--- src/rtl/cdp_pkg.sv ---
package cdp_pkg;
    localparam int ADDR_W = 64;
    localparam int SIZE_W = 17;
    localparam int LEN_W  = 16;
    localparam int WORD_W = 32;
    localparam int DESC_W = 2 * WORD_W + ADDR_W;
    localparam int MODE_W = 3;
    localparam int GEN_W  = 3;

    // control word bit positions
    localparam int PH_LSB  = 24;
    localparam int F_FIRST = 26;
    localparam int F_LAST  = 27;
    localparam int F_IRQ   = 28;
    localparam int F_SOW   = 29;
    localparam int F_DMB   = 30;
    // meta word bit position
    localparam int M_WBAR  = 26;

    localparam logic [WORD_W-1:0] META_BASE = 32'h0108_0003;
    localparam logic [SIZE_W-1:0] SIZE_MAX  = SIZE_W'(1 << LEN_W);
    localparam logic [GEN_W-1:0]  GEN_SOW   = GEN_W'(3);

    localparam logic [MODE_W-1:0] MODE_NONE = MODE_W'(0);
    localparam logic [MODE_W-1:0] MODE_DMB  = MODE_W'(1);
    localparam logic [MODE_W-1:0] MODE_WBAR = MODE_W'(2);
    localparam logic [MODE_W-1:0] MODE_SOW  = MODE_W'(3);

    typedef enum logic [2:0] {
        S_IDLE, S_WRITE, S_RX_BELL, S_TX_BELL, S_FAIL
    } state_e;

    typedef struct packed {
        logic [ADDR_W-1:0] addr;
        logic [WORD_W-1:0] meta;
        logic [WORD_W-1:0] ctrl;
    } desc_t;
endpackage

--- src/rtl/cdp_req_check.sv ---
module cdp_req_check
    import cdp_pkg::*;
(
    input  logic [SIZE_W-1:0] size_i,
    input  logic [MODE_W-1:0] mode_i,
    input  logic [GEN_W-1:0]  gen_i,
    output logic              ok_o,
    output logic [LEN_W-1:0]  len_o
);
    logic size_bad, mode_bad, gen_bad;

    always_comb begin
        size_bad = (size_i == '0) || (size_i > SIZE_MAX);
        mode_bad = (mode_i > MODE_SOW);
        gen_bad  = (mode_i == MODE_SOW) && (gen_i < GEN_SOW);
        ok_o     = !(size_bad || mode_bad || gen_bad);
        len_o    = (size_i == SIZE_MAX) ? '0 : size_i[LEN_W-1:0];
    end
endmodule

--- src/rtl/cdp_ctrl_enc.sv ---
module cdp_ctrl_enc
    import cdp_pkg::*;
(
    input  logic [LEN_W-1:0]  len_i,
    input  logic [1:0]        phase_i,
    input  logic              dmb_i,
    input  logic              sow_i,
    input  logic              irq_i,
    output logic [WORD_W-1:0] word_o
);
    always_comb begin
        word_o              = '0;
        word_o[LEN_W-1:0]   = len_i;
        word_o[PH_LSB +: 2] = phase_i;
        word_o[F_FIRST]     = 1'b1;
        word_o[F_LAST]      = 1'b1;
        word_o[F_IRQ]       = irq_i;
        word_o[F_SOW]       = sow_i;
        word_o[F_DMB]       = dmb_i;
    end
endmodule

--- src/rtl/cdp_ring_ptr.sv ---
module cdp_ring_ptr #(
    parameter int DEPTH = 8,
    localparam int IDX_W = (DEPTH > 1) ? $clog2(DEPTH) : 1
) (
    input  logic             clk,
    input  logic             rst_n,
    input  logic             adv_i,
    output logic [IDX_W-1:0] ptr_o
);
    localparam logic [IDX_W-1:0] TOP = IDX_W'(DEPTH - 1);

    logic [IDX_W-1:0] ptr_d, ptr_q;

    always_comb begin
        ptr_d = ptr_q;
        if (adv_i) ptr_d = (ptr_q == TOP) ? '0 : ptr_q + 1'b1;
    end

    always_ff @(posedge clk or negedge rst_n) begin
        if (!rst_n) ptr_q <= '0;
        else        ptr_q <= ptr_d;
    end

    assign ptr_o = ptr_q;
endmodule

--- src/rtl/copy_desc_pair_builder.sv ---
module copy_desc_pair_builder
    import cdp_pkg::*;
#(
    parameter int RING_DEPTH = 8,
    localparam int IDX_W = (RING_DEPTH > 1) ? $clog2(RING_DEPTH) : 1
) (
    input  logic              clk,
    input  logic              rst_n,
    input  logic              req_valid,
    output logic              req_ready,
    input  logic [63:0]       req_src_addr,
    input  logic [63:0]       req_dst_addr,
    input  logic [16:0]       req_size,
    input  logic [1:0]        req_phase,
    input  logic [2:0]        req_barrier,
    input  logic              req_dst_irq,
    input  logic [2:0]        req_gen,
    output logic              tx_wr_en,
    output logic [IDX_W-1:0]  tx_wr_idx,
    output logic [127:0]      tx_wr_data,
    output logic              rx_wr_en,
    output logic [IDX_W-1:0]  rx_wr_idx,
    output logic [127:0]      rx_wr_data,
    output logic              rx_doorbell,
    output logic              tx_doorbell,
    output logic              done,
    output logic              error
);
    typedef struct packed {
        state_e state;
        desc_t  tx;
        desc_t  rx;
    } core_t;

    core_t cur_q, nxt_d;

    logic             req_ok;
    logic [LEN_W-1:0] len_code;
    logic [WORD_W-1:0] ctrl_w [2];
    logic [WORD_W-1:0] tx_meta;
    logic             advance;
    logic [IDX_W-1:0] ptr_w [2];

    cdp_req_check u_check (
        .size_i (req_size),
        .mode_i (req_barrier),
        .gen_i  (req_gen),
        .ok_o   (req_ok),
        .len_o  (len_code)
    );

    // index 0 builds the transmit control word, index 1 the receive one
    for (genvar g = 0; g < 2; g++) begin : g_enc
        logic dmb_b, sow_b, irq_b;
        if (g == 0) begin : g_tx
            assign dmb_b = (req_barrier == MODE_DMB);
            assign sow_b = 1'b0;
            assign irq_b = 1'b0;
        end else begin : g_rx
            assign dmb_b = 1'b0;
            assign sow_b = (req_barrier == MODE_SOW);
            assign irq_b = req_dst_irq;
        end
        cdp_ctrl_enc u_enc (
            .len_i   (len_code),
            .phase_i (req_phase),
            .dmb_i   (dmb_b),
            .sow_i   (sow_b),
            .irq_i   (irq_b),
            .word_o  (ctrl_w[g])
        );
        cdp_ring_ptr #(.DEPTH(RING_DEPTH)) u_ptr (
            .clk   (clk),
            .rst_n (rst_n),
            .adv_i (advance),
            .ptr_o (ptr_w[g])
        );
    end

    always_comb begin
        tx_meta         = META_BASE;
        tx_meta[M_WBAR] = (req_barrier == MODE_WBAR);
    end

    always_comb begin
        nxt_d = cur_q;
        unique case (cur_q.state)
            S_IDLE: begin
                if (req_valid) begin
                    if (req_ok) begin
                        nxt_d.state   = S_WRITE;
                        nxt_d.tx.addr = req_src_addr;
                        nxt_d.tx.meta = tx_meta;
                        nxt_d.tx.ctrl = ctrl_w[0];
                        nxt_d.rx.addr = req_dst_addr;
                        nxt_d.rx.meta = '0;
                        nxt_d.rx.ctrl = ctrl_w[1];
                    end else begin
                        nxt_d.state = S_FAIL;
                    end
                end
            end
            S_WRITE:   nxt_d.state = S_RX_BELL;
            S_RX_BELL: nxt_d.state = S_TX_BELL;
            S_TX_BELL: nxt_d.state = S_IDLE;
            S_FAIL:    nxt_d.state = S_IDLE;
            default:   nxt_d.state = S_IDLE;
        endcase
    end

    always_ff @(posedge clk or negedge rst_n) begin
        if (!rst_n) begin
            cur_q       <= '0;
            cur_q.state <= S_IDLE;
        end else begin
            cur_q <= nxt_d;
        end
    end

    assign advance     = (cur_q.state == S_WRITE);
    assign req_ready   = (cur_q.state == S_IDLE);
    assign tx_wr_en    = advance;
    assign rx_wr_en    = advance;
    assign tx_wr_idx   = ptr_w[0];
    assign rx_wr_idx   = ptr_w[1];
    assign tx_wr_data  = cur_q.tx;
    assign rx_wr_data  = cur_q.rx;
    assign rx_doorbell = (cur_q.state == S_RX_BELL);
    assign tx_doorbell = (cur_q.state == S_TX_BELL);
    assign done        = (cur_q.state == S_TX_BELL);
    assign error       = (cur_q.state == S_FAIL);
endmodule

--- config.mk ---
export PLATFORM = sky130hd
export DESIGN_NAME = copy_desc_pair_builder
export DESIGN_NICKNAME = d
export VERILOG_FILES = /design/src/rtl/cdp_pkg.sv /design/src/rtl/cdp_req_check.sv /design/src/rtl/cdp_ctrl_enc.sv /design/src/rtl/cdp_ring_ptr.sv /design/src/rtl/copy_desc_pair_builder.sv
export SDC_FILE = /design/constraint.sdc
export NUM_CORES = 1
export LEC_CHECK = 0
export ABC_AREA = 1
export BUFFER_PORTS_ARGS = -buffer_cell sky130_fd_sc_hd__buf_2
export CAP_MARGIN = 10
export CORE_MARGIN = 4
export CORE_UTILIZATION = 32
export CTS_CLUSTER_DIAMETER = 50
export CTS_CLUSTER_SIZE = 24
export DETAILED_ROUTE_END_ITERATION = 7
export GPL_TIMING_DRIVEN = 0
export MAX_ROUTING_LAYER = met4
export PLACE_DENSITY_LB_ADDON = 0.12
export SLEW_MARGIN = 30
export SYNTH_ARGS = -nofsm -noshare
export SYNTH_HDL_FRONTEND = slang
export SYNTH_HIERARCHICAL = 1
export SYNTH_SLANG_ARGS = --single-unit
--- constraint.sdc ---
create_clock -name clk -period 1.9 [get_ports clk]
set_input_delay 0.38 -clock clk [delete_from_list [all_inputs] [get_ports clk]]
set_output_delay 0.38 -clock clk [all_outputs]
set_load 0.02 [all_outputs]
After elaboration in Yosys (flattened, before gate mapping)
Cells that the tools add are included.
{"block": "classes", "n_reduce_logical": 7, "n_eq_ne": 11, "order_cmp": 3, "n_mux": 7, "bitwise": 1, "n_addsub": 2}
{"cell": "259-bit two-way mux", "n": 1}
{"cell": "256-bit two-way mux", "n": 1}
{"cell": "17-bit equality test (second input constant)", "n": 1}
{"cell": "17-bit > comparator (second input constant)", "n": 1}
{"cell": "17-bit logical NOT", "n": 1}
{"cell": "16-bit two-way mux", "n": 1}
{"cell": "3-bit by 2-bit equality test with 1-bit output (second input constant)", "n": 4}
{"cell": "3-bit equality test (second input constant)", "n": 3}
{"cell": "3-bit two-way mux", "n": 3}
{"cell": "3-bit one-hot mux with 3 select lines", "n": 1}
{"cell": "3-bit by 1-bit adder with 3-bit output (second input constant)", "n": 2}
{"cell": "3-bit by 1-bit equality test with 1-bit output (second input constant)", "n": 2}
{"cell": "3-bit by 2-bit > comparator with 1-bit output (second input constant)", "n": 1}
{"cell": "3-bit logical NOT", "n": 1}
{"cell": "1-bit logical OR", "n": 3}
{"cell": "3-bit by 2-bit less-than comparator with 1-bit output (second input constant)", "n": 1}
{"cell": "3-bit AND reduction", "n": 1}
{"cell": "2-bit != test (second input constant)", "n": 1}
{"cell": "1-bit logical AND", "n": 1}
{"cell": "1-bit inverter", "n": 1}
{"block": "totals", "regBits": 185, "inputBits": 157}

Depth between registers and ports, before layout
Gate-level depths: netlist of the first run.
{"block": "logic_depth", "ltp_word": 7, "mapped_depth": 15}

Hierarchy
Netlist of the first run, hierarchy kept.
{"module": "copy_desc_pair_builder", "cells_each": 1145, "area_each_um2": 10028.4, "instances": 1}
{"module": "cdp_ctrl_enc", "cells_each": 34, "area_each_um2": 247.7, "instances": 2}
{"module": "cdp_ring_ptr", "cells_each": 17, "area_each_um2": 146.4, "instances": 2}
{"module": "cdp_req_check", "cells_each": 55, "area_each_um2": 272.8, "instances": 1}

Least setup slack after synthesis of the first run
No wires, ideal clock.
{"block": "synth_timing", "path_kind": "reg2out", "startpoint": "register cur_q[257] in the netlist's numbering", "endpoint": "output tx_wr_en", "arrival_ns": 1.763, "path_stages_with_launch": 3, "path_buffers": 1, "setup_slack_ns": -0.243, "cell_sequence": "dfrtp_1 -> nor3_1 -> buf_4"}
{"block": "synth_via", "elab_chain_cells": 1}
{"item": "start: declaration", "line_no": "copy_desc_pair_builder.sv:35", "rtl": "core_t cur_q, nxt_d;"}
{"item": "start signal: assignment", "line_no": "copy_desc_pair_builder.sv:116", "rtl": "cur_q <= nxt_d;"}
{"item": "3-bit by 1-bit equality test with 1-bit output", "line_no": "copy_desc_pair_builder.sv:120", "rtl": "assign advance = (cur_q.state == S_WRITE);"}
{"item": "end: declaration", "line_no": "copy_desc_pair_builder.sv:18", "rtl": "output logic tx_wr_en,"}
Every way passes these cells.

Worst setup path in the final report of the first run
{"block": "layout_timing", "startpoint": "input req_size[3]", "endpoint": "register cur_q, in the netlist tx_wr_data[96]"}
{"block": "layout_via", "elab_chain_cells": 6, "word_cells_on_any_way": 7}
{"item": "start: declaration", "line_no": "copy_desc_pair_builder.sv:13", "rtl": "input logic [16:0] req_size,"}
{"item": "17-bit > comparator / 17-bit logical NOT (equally long branches)", "line_no": "cdp_req_check.sv:13", "rtl": "size_bad = (size_i == '0) || (size_i > SIZE_MAX);"}
{"item": "1-bit logical OR (*)", "line_no": "cdp_req_check.sv:13"}
{"item": "1-bit logical OR (*) (2 in series)", "line_no": "cdp_req_check.sv:16", "rtl": "ok_o = !(size_bad || mode_bad || gen_bad);"}
{"item": "1-bit inverter (no line) (*)"}
{"item": "3-bit AND reduction (no line) (*)"}
Every way passes the cells marked *; elsewhere a longest branch is shown, timed or not.
A chain may end at the register's enable or synchronous reset.

==> results of run 1 <==
[final timing paths]
check | endpoint | slack (ps) | cells after the start
worst max-delay path | tx_wr_data[96]$_DFFE_PN0P_ | -170 | 17
worst min-delay path | rx_wr_data[118]$_DFFE_PN0P_ | 120 | 3
worst max register to register | tx_wr_data[9]$_DFFE_PN0P_ | 200 | 5
worst min register to register | tx_wr_data[78]$_DFFE_PN0P_ | 470 | 2
max in group asynchronous | rx_wr_data[86]$_DFFE_PN0P_ | 670 | 3
min in group asynchronous | tx_wr_data[105]$_DFFE_PN0P_ | 420 | 2
[registers in the layout, summed over array words and instances (netlist names)]
| register | count |
|---|---|
| rx_wr_data | 96 |
| cur_q | 3 |
| g_enc.u_ptr/ptr_o | 6 |
| tx_wr_data | 98 |
[layout make-up]
class	count	area, um^2
well taps	448	560.5
repair buffers	448	3075
clock buffers	45	994.7
diodes	1	2.502
clock inverters	16	254.0
inverters	28	172.7
plain buffers	406	3241
flip-flops and latches	203	5084
fillers	3357	16740
multi-input cells	742	3741
[power by group through the flow]
stage	clock (uW)	combinational, uW	sequential, uW
after global routing	7100	15000	8090
after floorplan	0	9120	7400
after global placement	0	12800	7590
after detailed placement	0	12900	7630
after CTS	6850	13500	7650
final	6680	13800	7800
[worst max-delay path: stages]
cell and delay, ps:
buf_6 100, inv_4 50, nand2_2 50, nor2_2 120, nand2_1 90, nor2_1 110, ha_1 290, or2_1 240
a21oi_2 150, nand2_2 100, inv_4 90, nand3_4 110, buf_12 170, clkbuf_16 160, clkbuf_16 150, nand2_1 50
nand2_1 50
[layout by cell type, fill, tap and decap left out, types with 7 or more instances in the layout]
| cell | netlist | layout |
|---|---|---|
| nand4_1 | 192 | 192 |
| inv_2 | 13 | 7 |
| dfrtp_1 | 203 | 200 |
| conb_1 | 5 | 84 |
| clkbuf_16 | 0 | 48 |
| nor2_1 | 17 | 10 |
| buf_1 | 9 | 8 |
| nand2_2 | 0 | 90 |
| nor2_2 | 10 | 12 |
| buf_6 | 1 | 21 |
| buf_16 | 0 | 14 |
| buf_2 | 58 | 364 |
| inv_6 | 0 | 8 |
| buf_12 | 1 | 10 |
| clkbuf_1 | 17 | 15 |
| nand2_4 | 0 | 10 |
| inv_4 | 0 | 10 |
| clkbuf_8 | 0 | 7 |
| buf_8 | 0 | 25 |
| nand2_1 | 421 | 321 |
| buf_4 | 322 | 384 |
[logic make-up after synthesis]
| logic type | count (synthesis) | synth area share |
|---|---|---|
| buffers and inverters | 436 | 0.2653 |
| other | 5 | 0.001693 |
| flip-flops | 203 | 0.4581 |
| AO/OA/AOI/OAI | 1 | 0.0004509 |
| AND/OR/NAND/NOR | 652 | 0.2689 |
| adder cells (fa/ha/maj) | 5 | 0.005641 |
[repair_timing]
| item | in CTS | in global routing |
|---|---|---|
| setup endpoints to repair | 199 | 200 |
| pin swaps | 23 | 44 |
| hold buffers | 1 | 0 |
| setup buffers | 47 | 15 |
| gates cloned | 12 | 10 |
| resized for setup | 153 | 126 |
| endpoints found under the hold margin | 61 | 0 |
[per-layer routing]
layer  track usage  routed length [um]  vias to the layer above
li1              -                   -                     4997
met1        0.2436               15930                     4719
met2        0.3068               17860                      293
met3       0.03440                1821                       58
met4       0.04922                 758                        0
met5             -                   0                        -
[stage by stage]
step / area, um^2 / setup slack, ps / hold WS [ps] / setup TNS [ps] / utilization
3_5_place_dp: 13960 / -947.3 / 369.0 / -165700 / 0.4123
6_report: 17130 / -169.9 / 124.9 / -18690 / 0.5057
2_1_floorplan: 11520 / -100.8 / 84.41 / -14880 / -
5_1_grt: 17130 / -283.5 / 105.2 / -41650 / 0.5057
3_3_place_gp: 13900 / -3406 / 455.1 / -856060 / 0.4104
4_1_cts: 16440 / -161.4 / 105.6 / -19750 / 0.4853
==> results.sh, run 1 <==
export IMPL_setup_worst_path_end_class="flop"
export IMPL_die_h_um=194.2
export IMPL_route_detailed_wl_per_inst_um=15.56
export IMPL_grt_first_pass_wirelength_um=56250
export IMPL_post_layout_nonfiller_instances=2337
export IMPL_synth_ff_latch_count=203
export IMPL_worstHoldPathType="input port to flop"
export IMPL_tritoncts="built"
export IMPL_finClkSkew_ps=17.35
export IMPL_dp_hpwl_um=24720
export IMPL_final_period_minus_worst_setup_slack_ps=2070
export IMPL_place_inst=2194
export IMPL_grt_setup_unrepaired="yes"
export IMPL_violations="setup timing"
export IMPL_yosysSeqAreaShare=0.4581
export IMPL_core_rowCount=67
export IMPL_syn_instance_count=1302
export IMPL_post_route_period_util=1.089
export IMPL_worstSetupStartpoint="req_size[3]"
export IMPL_drt_vias_per_instance=4.308
export IMPL_synth_async_reset_ratio=1.000
export IMPL_cts_root_buffer_cell="clkbuf_16"
export IMPL_die_area_um2=37700
export IMPL_p_switching_uw=11330
export IMPL_crit_reg2reg_launch="cur_q[258]$_DFFE_PN0P_"
export IMPL_intPower_uw=16960
export IMPL_syn2layout_area_growth_pct=54.43
export IMPL_worstPathRequired_ps=2290
export IMPL_grt_start_max_net_pins=76
export IMPL_routed_via_count=10067
export IMPL_p_sw_frac=0.4005
export IMPL_post_route_worst_setup_slack_ps=-169.9
export IMPL_synthesis_area_per_instance_um2=8.517
export IMPL_final_setup_fails=197
export IMPL_most_area_hungry_cell_type_in_the_yosys_netlist="dfrtp_1"
export IMPL_route_detailed_drc=0
export IMPL_synth_yosys_warnings=6
export IMPL_drive_above_1_share=0.5503
export IMPL_cts_path_max_buffers=3
export IMPL_fmaxAchievable_mhz=483.1
export IMPL_die_width_um=194.2
export IMPL_max_slew_worst_pin_slew_ps=555.7
export IMPL_final_max_slew_viol_count=0
export IMPL_initial_utilization=0.3274
export IMPL_max_cap_violations=0
export IMPL_share_clk_of_total_power=0.236
export IMPL_grt_ovfl_total=0
export IMPL_first_pass_iters=4
export IMPL_status="finished, violations left"
export IMPL_drt_iter0_drc=326
export IMPL_worst_case_headroom_to_the_max_slew_limit=0.6295
export IMPL_ant_nets=0
export IMPL_worstPathArrival_ps=2460
export IMPL_gp_congestion=0.8017
export IMPL_num_nets_final=2026
export IMPL_finalHoldViolCount=0
export IMPL_buffer_ports_inserted=363
export IMPL_power_share_sequential=0.276
export IMPL_synth_area_top_cells="dfrtp_1 (46%), buf_4 (22%), nand2_1 (14%)"
export IMPL_grt_antenna_before_repair=1
export IMPL_clock_pin_slew_on_the_worst_setup_and_hold_paths_ps=60
export IMPL_worst_hold_startpoint="req_dst_addr[54]"
export IMPL_first_global_vias=10157
export IMPL_p_leak_uw=0.009669
export IMPL_number_of_top_level_pins=426
export IMPL_routed_wl_um=36370
export IMPL_synth_top_cells_by_count="nand2_1 (421), buf_4 (322), dfrtp_1 (203), nand4_1 (192), buf_2 (58)"
export IMPL_design_core_area_um2=33870
export IMPL_worst_path_max_fanout=6
export IMPL_vdd_drop_max_mv=0.7852
export IMPL_report_power_total_uw=28290
export IMPL_share_comb_of_total_power=0.488
export IMPL_synth_edff_count=0
export IMPL_cts_htree_levels=2
export IMPL_cts_inserted_buffers=35
export IMPL_power_per_cell_area_nw_per_um2=1652
export IMPL_synthesis_area_um2=11090
export IMPL_yosysMostFrequentCell="nand2_1"
export IMPL_synth_ff_type="dfrtp_1"
export IMPL_synth_lib_cells_used_distinct=22
export IMPL_critPathKind="input port to flop"
export IMPL_yosysTopAreaCellShare=0.4581
export IMPL_later_pin_clock_latency_in_the_skew_report_ps=500
export IMPL_grt_util_all_layers=0.1882
export IMPL_clock_sinks=203
export IMPL_critPathLaunchType="input port"
Note: power is estimated with default switching activity, not from simulation.
==> run 2, diff against run 1 <==
--- a/config.mk
+++ b/config.mk
@@ -9,7 +9,8 @@
 export BUFFER_PORTS_ARGS = -buffer_cell sky130_fd_sc_hd__buf_2
 export CAP_MARGIN = 10
 export CORE_MARGIN = 4
-export CORE_UTILIZATION = 32
+export CORE_UTILIZATION = 30
+export CTS_BUF_LIST = sky130_fd_sc_hd__clkbuf_8
 export CTS_CLUSTER_DIAMETER = 50
 export CTS_CLUSTER_SIZE = 24
 export DETAILED_ROUTE_END_ITERATION = 7
==> run 2 against run 1 <==
The flow still finishes with violations (setup timing). Global-route usage shrank 0.77 points. Worst setup slack gained 110 ps. Critical path depth unchanged. Highest routed layer unchanged.
==> results.sh, run 2 (synthesis gave the netlist of run 1 again) <==
export IMPL_power_share_sequential=0.295
export IMPL_share_comb_of_total_power=0.539
export IMPL_cts_inserted_buffers=31
export IMPL_fin_hold_ws_ps=32.21
export IMPL_crit_path_frequent_cell="nand2_2"
export IMPL_die_area_um2=40100
export IMPL_layout_cells_most_common="buf_2"
export IMPL_grt_start_max_net_pins=78
export IMPL_slowest_stage="ha_1"
export IMPL_ant_nets=0
export IMPL_grt_ovfl_total=0
export IMPL_pre_cts_worst_setup_slack_ps=-955.1
export IMPL_first_global_vias=10353
export IMPL_initial_utilization=0.3036
export IMPL_route_detailed_drc=0
export IMPL_clock_pin_slew_on_the_worst_setup_and_hold_paths_ps=80
export IMPL_syn2layout_area_growth_pct=53.63
export IMPL_first_pass_iters=4
export IMPL_cts_path_max_buffers=3
export IMPL_cts_root_buffer_cell="clkbuf_8"
export IMPL_final_period_minus_worst_setup_slack_ps=1959
export IMPL_multi_input_area_um2=3921
export IMPL_die_width_um=200.3
export IMPL_cp_slowest_stage_delay_ps=260
export IMPL_routed_wl_um=36990
export IMPL_post_route_worst_setup_slack_ps=-58.78
export IMPL_die_h_um=200.3
export IMPL_place_inst=2214
export IMPL_core_rowCount=70
export IMPL_post_layout_nonfiller_instances=2395
export IMPL_ff2ff_setup_slack_ps=40
export IMPL_violations="setup timing"
export IMPL_critPathLaunchType="input port"
export IMPL_area_sequential_um2=5084
export IMPL_final_core_utilization=0.4665
export IMPL_final_cell_mix="buf_2 (367), buf_4 (364), nand2_1 (288), dfrtp_1 (200), nand4_1 (192)"
export IMPL_gp_congestion=0.8083
export IMPL_p_leak_uw=0.009491
export IMPL_route_detailed_wl_per_inst_um=15.45
export IMPL_status="finished, violations left"
export IMPL_p_switching_uw=11460
export IMPL_grt_first_pass_wirelength_um=57790
export IMPL_tritoncts="built"
export IMPL_drt_vias_per_instance=4.203
export IMPL_drt_iter0_drc=348
export IMPL_drive_above_1_share=0.5377
export IMPL_grt_setup_unrepaired="yes"
export IMPL_hold_path_depth=3
export IMPL_p_sw_frac=0.4282
export IMPL_cts_htree_levels=1
export IMPL_later_pin_clock_latency_in_the_skew_report_ps=610
export IMPL_crit_buf_inv=6
export IMPL_number_of_flip_flops_under_the_largest_register_name=98
export IMPL_finClkSkew_ps=25.02
export IMPL_final_setup_fails=102
export IMPL_number_of_top_level_pins=426
export IMPL_timing_critical_path_cells="buf_6, inv_4, nand2_2, nor2_2, nand2_1, nor2_1, ha_1, or2_1, a21oi_2, nand2_2, inv_4, nand3_4, buf_12, buf_16, clkbuf_16, nand2_2, nand2_1"
export IMPL_worst_case_headroom_to_the_max_slew_limit=0.5817
export IMPL_design_core_area_um2=36520
export IMPL_share_clk_of_total_power=0.165
export IMPL_worstPathRequired_ps=2400
export IMPL_clock_sinks=203
export IMPL_dp_hpwl_um=25800
export IMPL_max_cap_violations=0
export IMPL_critPathKind="input port to flop"
export IMPL_setup_worst_path_end_class="flop"
export IMPL_worst_hold_startpoint="req_dst_addr[18]"
export IMPL_grt_antenna_before_repair=2
export IMPL_buffer_ports_inserted=363
export IMPL_post_route_period_util=1.031
export IMPL_vdd_drop_max_mv=0.6679
export IMPL_finalHoldViolCount=0
export IMPL_critical_path_top_delay_family="simple AND/OR/NAND/NOR gates"
export IMPL_routed_via_count=10067
export IMPL_num_nets_final=2062
export IMPL_final_max_slew_viol_count=0
export IMPL_count_of_fill_cells_added_during_filler_insertion=3663
export IMPL_worstHoldPathType="input port to flop"
export IMPL_cp_depth=17
export IMPL_worst_path_max_fanout=6
export IMPL_crit_reg2reg_launch="cur_q[258]$_DFFE_PN0P_"
export IMPL_reg2reg_depth=14
export IMPL_grt_util_all_layers=0.1806
export IMPL_worstPathArrival_ps=2460
export IMPL_max_slew_worst_pin_slew_ps=627.5
export IMPL_report_power_total_uw=26760
export IMPL_fmaxAchievable_mhz=510.5
export IMPL_worst_hold_path_endpoint="rx_wr_data[82]$_DFFE_PN0P_"
export IMPL_worst_reg2reg_path_endpoint="cur_q[258]$_DFFE_PN0P_"
export IMPL_intPower_uw=15300
export IMPL_power_per_cell_area_nw_per_um2=1571
## run 2: worst max-delay path by stage
stage | from | to | slack (ps)
global route | cur_q[258]$_DFFE_PN0P_ | error | -150
global placement | rst_n | rx_wr_data[81]$_DFFE_PN0P_ | -3520
detailed placement | req_size[5] | rx_wr_data[77]$_DFFE_PN0P_ | -960
floorplan | req_size[11] | rx_wr_data[107]$_DFFE_PN0P_ | -100
CTS | cur_q[257]$_DFFE_PN0P_ | req_ready | -130
finish | req_size[3] | rx_wr_data[110]$_DFFE_PN0P_ | -60
## run 2: layer usage
layer	share of wire	vias to the layer above	track usage	routed length (um)
met1	0.43	4677	0.2306	15820
met3	0.059	62	0.03448	2176
met4	0.025	0	0.04548	942
met5	0	-	-	0
met2	0.49	283	0.2979	18050
li1	-	5045	-	-
## run 2: final cells by class
class	instances	area share
Sequential cell	203	0.2984
Multi-Input combinational cell	742	0.2302
Timing Repair Buffer	488	0.1971
Buffer	406	0.1858
Tap cell	468	0.03437
Clock buffer	34	0.02747
Clock inverter	24	0.01623
Inverter	28	0.01014
Antenna cell	2	0.0002938
## run 2: through the flow
step,TNS [ps],area [um^2]
6_report,-2798,17040
5_1_grt,-15710,17040
4_1_cts,-4245,16490
3_5_place_dp,-167220,13990
3_3_place_gp,-873960,13920
2_1_floorplan,-14880,11520
## run 2: worst min-delay path: stages
cell and delay, ps:
buf_2 100, nand4_1 70, nand2_1 50
## run 2: power by group through the flow
stage	logic [uW]	registers, uW	clock network (uW)
2_1_floorplan	9120	7400	0
3_3_place_gp	12900	7590	0
3_5_place_dp	13000	7630	0
4_1_cts	14100	7650	4590
5_1_grt	15600	8160	4800
6_report	14400	7900	4430
## run 2: repair_timing
item	CTS	global route
setup buffers	35	3
setup endpoints to repair	196	198
endpoints found under the hold margin	124	4
hold buffers	71	4
pin swaps	4	11
gates cloned	12	2
gates resized for setup	141	179
==> run 3, diff against run 2 <==
==> constraint.sdc (replaced) <==
create_clock -name clk -period 2.2 [get_ports clk]
set_input_delay 0.44 -clock clk [delete_from_list [all_inputs] [get_ports clk]]
set_output_delay 0.44 -clock clk [all_outputs]
set_load 0.02 [all_outputs]
==> run 3 against run 2 <==
The run now ends clean. Clock-buffer cell count down 1. Sequential power down 17%. Design area down 12%. Clock skew down 9.4 ps.
==> results.sh, run 3 (synthesis gave the netlist of run 1 again) <==
export IMPL_status="complete, no violations"
export IMPL_routed_wl_um=36130
export IMPL_num_nets_final=1950
export IMPL_setup_worst_path_end_class="primary output"
export IMPL_worst_case_headroom_to_the_max_slew_limit=0.5910
export IMPL_final_cell_mix="nand2_1 (419), buf_2 (391), buf_4 (341), dfrtp_1 (200), nand4_1 (192)"
export IMPL_post_layout_nonfiller_instances=2284
export IMPL_grt_util_all_layers=0.1792
export IMPL_crit_buf_inv=4
export IMPL_slowest_stage="dfrtp_2"
export IMPL_cts_inserted_buffers=31
export IMPL_first_pass_iters=5
export IMPL_first_global_vias=9837
export IMPL_grt_ovfl_total=0
export IMPL_pre_cts_worst_setup_slack_ps=-910.8
export IMPL_cts_root_buffer_cell="clkbuf_8"
export IMPL_worstPathArrival_ps=1660
export IMPL_max_slew_worst_pin_slew_ps=613.5
export IMPL_drive_above_1_share=0.4691
export IMPL_initial_utilization=0.3036
export IMPL_routed_via_count=9618
export IMPL_worstPathRequired_ps=1760
export IMPL_final_max_slew_viol_count=0
export IMPL_clock_pin_slew_on_the_worst_setup_and_hold_paths_ps=80
export IMPL_buffer_ports_inserted=363
export IMPL_power_per_cell_area_nw_per_um2=1444
export IMPL_timing_critical_path_cells="inv_6, buf_12, buf_4, nor3_2, buf_4"
export IMPL_number_of_flip_flops_under_the_largest_register_name=98
export IMPL_crit_path_frequent_cell="buf_4"
export IMPL_die_area_um2=40100
export IMPL_vdd_drop_max_mv=0.4758
export IMPL_route_detailed_drc=0
export IMPL_gp_congestion=0.8114
export IMPL_cts_htree_levels=1
export IMPL_post_route_period_util=0.9568
export IMPL_drt_iter0_drc=454
export IMPL_drt_vias_per_instance=4.211
export IMPL_ant_nets=0
export IMPL_final_setup_fails=0
export IMPL_post_route_worst_setup_slack_ps=95.07
export IMPL_max_cap_violations=0
export IMPL_critPathKind="flop to primary output"
export IMPL_grt_busiest_layer="met2"
export IMPL_grt_start_max_net_pins=72
export IMPL_place_inst=2214
export IMPL_global_route_usage_met3=0.03513
export IMPL_core_rowCount=70
export IMPL_cp_slowest_stage_delay_ps=440
export IMPL_finClkSkew_ps=15.58
export IMPL_die_width_um=200.3
export IMPL_route_detailed_wl_per_inst_um=15.82
export IMPL_grt_antenna_before_repair=4
export IMPL_cts_path_max_buffers=3
export IMPL_dp_hpwl_um=26960
export IMPL_use_met1=0.2372
export IMPL_critPathLaunchType="flop"
export IMPL_groute_layer_met2_usage=0.2907
export IMPL_layout_cells_most_common="nand2_1"
export IMPL_design_core_area_um2=36520
export IMPL_worstHoldPathType="input port to flop"
export IMPL_clock_sinks=203
export IMPL_worst_path_max_fanout=10
export IMPL_finalHoldViolCount=0
export IMPL_grt_first_pass_wirelength_um=56950
export IMPL_syn2layout_area_growth_pct=34.45
export IMPL_later_pin_clock_latency_in_the_skew_report_ps=570
export IMPL_die_h_um=200.3
export IMPL_final_period_minus_worst_setup_slack_ps=2105
export IMPL_number_of_top_level_pins=426
export IMPL_critical_path_top_delay_family="buffers and inverters"
export IMPL_tritoncts="built"
export IMPL_p_leak_uw=0.008729
export IMPL_fmaxAchievable_mhz=475.1
## run 3: cell types whose count changed in the layout (fill, tap and decap cells not counted), sizes merged
cell	before	now
diode	2	4
dlygate4sd3	75	1
clkinvlp	6	7
clkbuf	49	58
buf	804	756
clkinv	9	6
inv	32	35
bufinv	5	4
## run 3: worst min-delay path, stage by stage
cell	delay, ps
buf_2	110
nand2_1	60
nor2_1	30
## run 3: final timing paths
kind	cells after the start	slack, ps	endpoint	startpoint
min	3	100	cur_q[258]$_DFFE_PN0P_	req_valid
max	5	100	error	cur_q[258]$_DFFE_PN0P_
max reg2reg	6	430	rx_wr_data[29]$_DFFE_PN0P_	cur_q[256]$_DFFE_PN0P_
max in group asynchronous	4	620	rx_wr_data[17]$_DFFE_PN0P_	rst_n
min in group asynchronous	2	410	rx_wr_data[79]$_DFFE_PN0P_	rst_n
min reg2reg	2	470	tx_wr_data[76]$_DFFE_PN0P_	tx_wr_data[76]$_DFFE_PN0P_
## run 3: power breakdown
part	internal (uW)	leakage, uW	switching (uW)	total, uW
clock network	1930	0.000355	1720	3650
logic	4750	0.00584	6580	11300
registers	5530	0.00253	1020	6550
## run 3: per-stage QoR
step           utilization  total power, uW  TNS (ps)  hold WS [ps]  area [um^2]
4_1_cts             0.4024            21750    -187.6         27.19        14700
2_1_floorplan            -            14230         0         144.4        11390
6_report            0.4082            21530         0         98.21        14910
3_5_place_dp        0.3794            17810   -158250         413.1        13860
3_3_place_gp        0.3777            17730   -821210         454.3        13790
5_1_grt             0.4082            23110    -10.92         65.32        14910
## run 3: layer usage
layer  vias up  share of wire
met4         0          0.016
met1      4447           0.45
li1       4819              -
met5         -              0
met3        39          0.060
met2       313           0.47
## run 3: area by class of cell
type	count	area (um^2)
Clock buffer	33	454.2
Tap cell	468	585.6
Multi-Input combinational cell	742	3415
Fill cell	3853	21610
Timing Repair Buffer	374	1992
Buffer	408	2990
Clock inverter	24	266.5
Antenna cell	4	10.01
Sequential cell	203	5084
Inverter	28	112.6
## run 3: repair_timing
item	CTS	global route
setup buffers	3	3
pin swaps	2	6
hold buffers	1	0
setup endpoints to repair	187	196
endpoints found under the hold margin	63	0
resized for setup	27	60
gates cloned	0	2
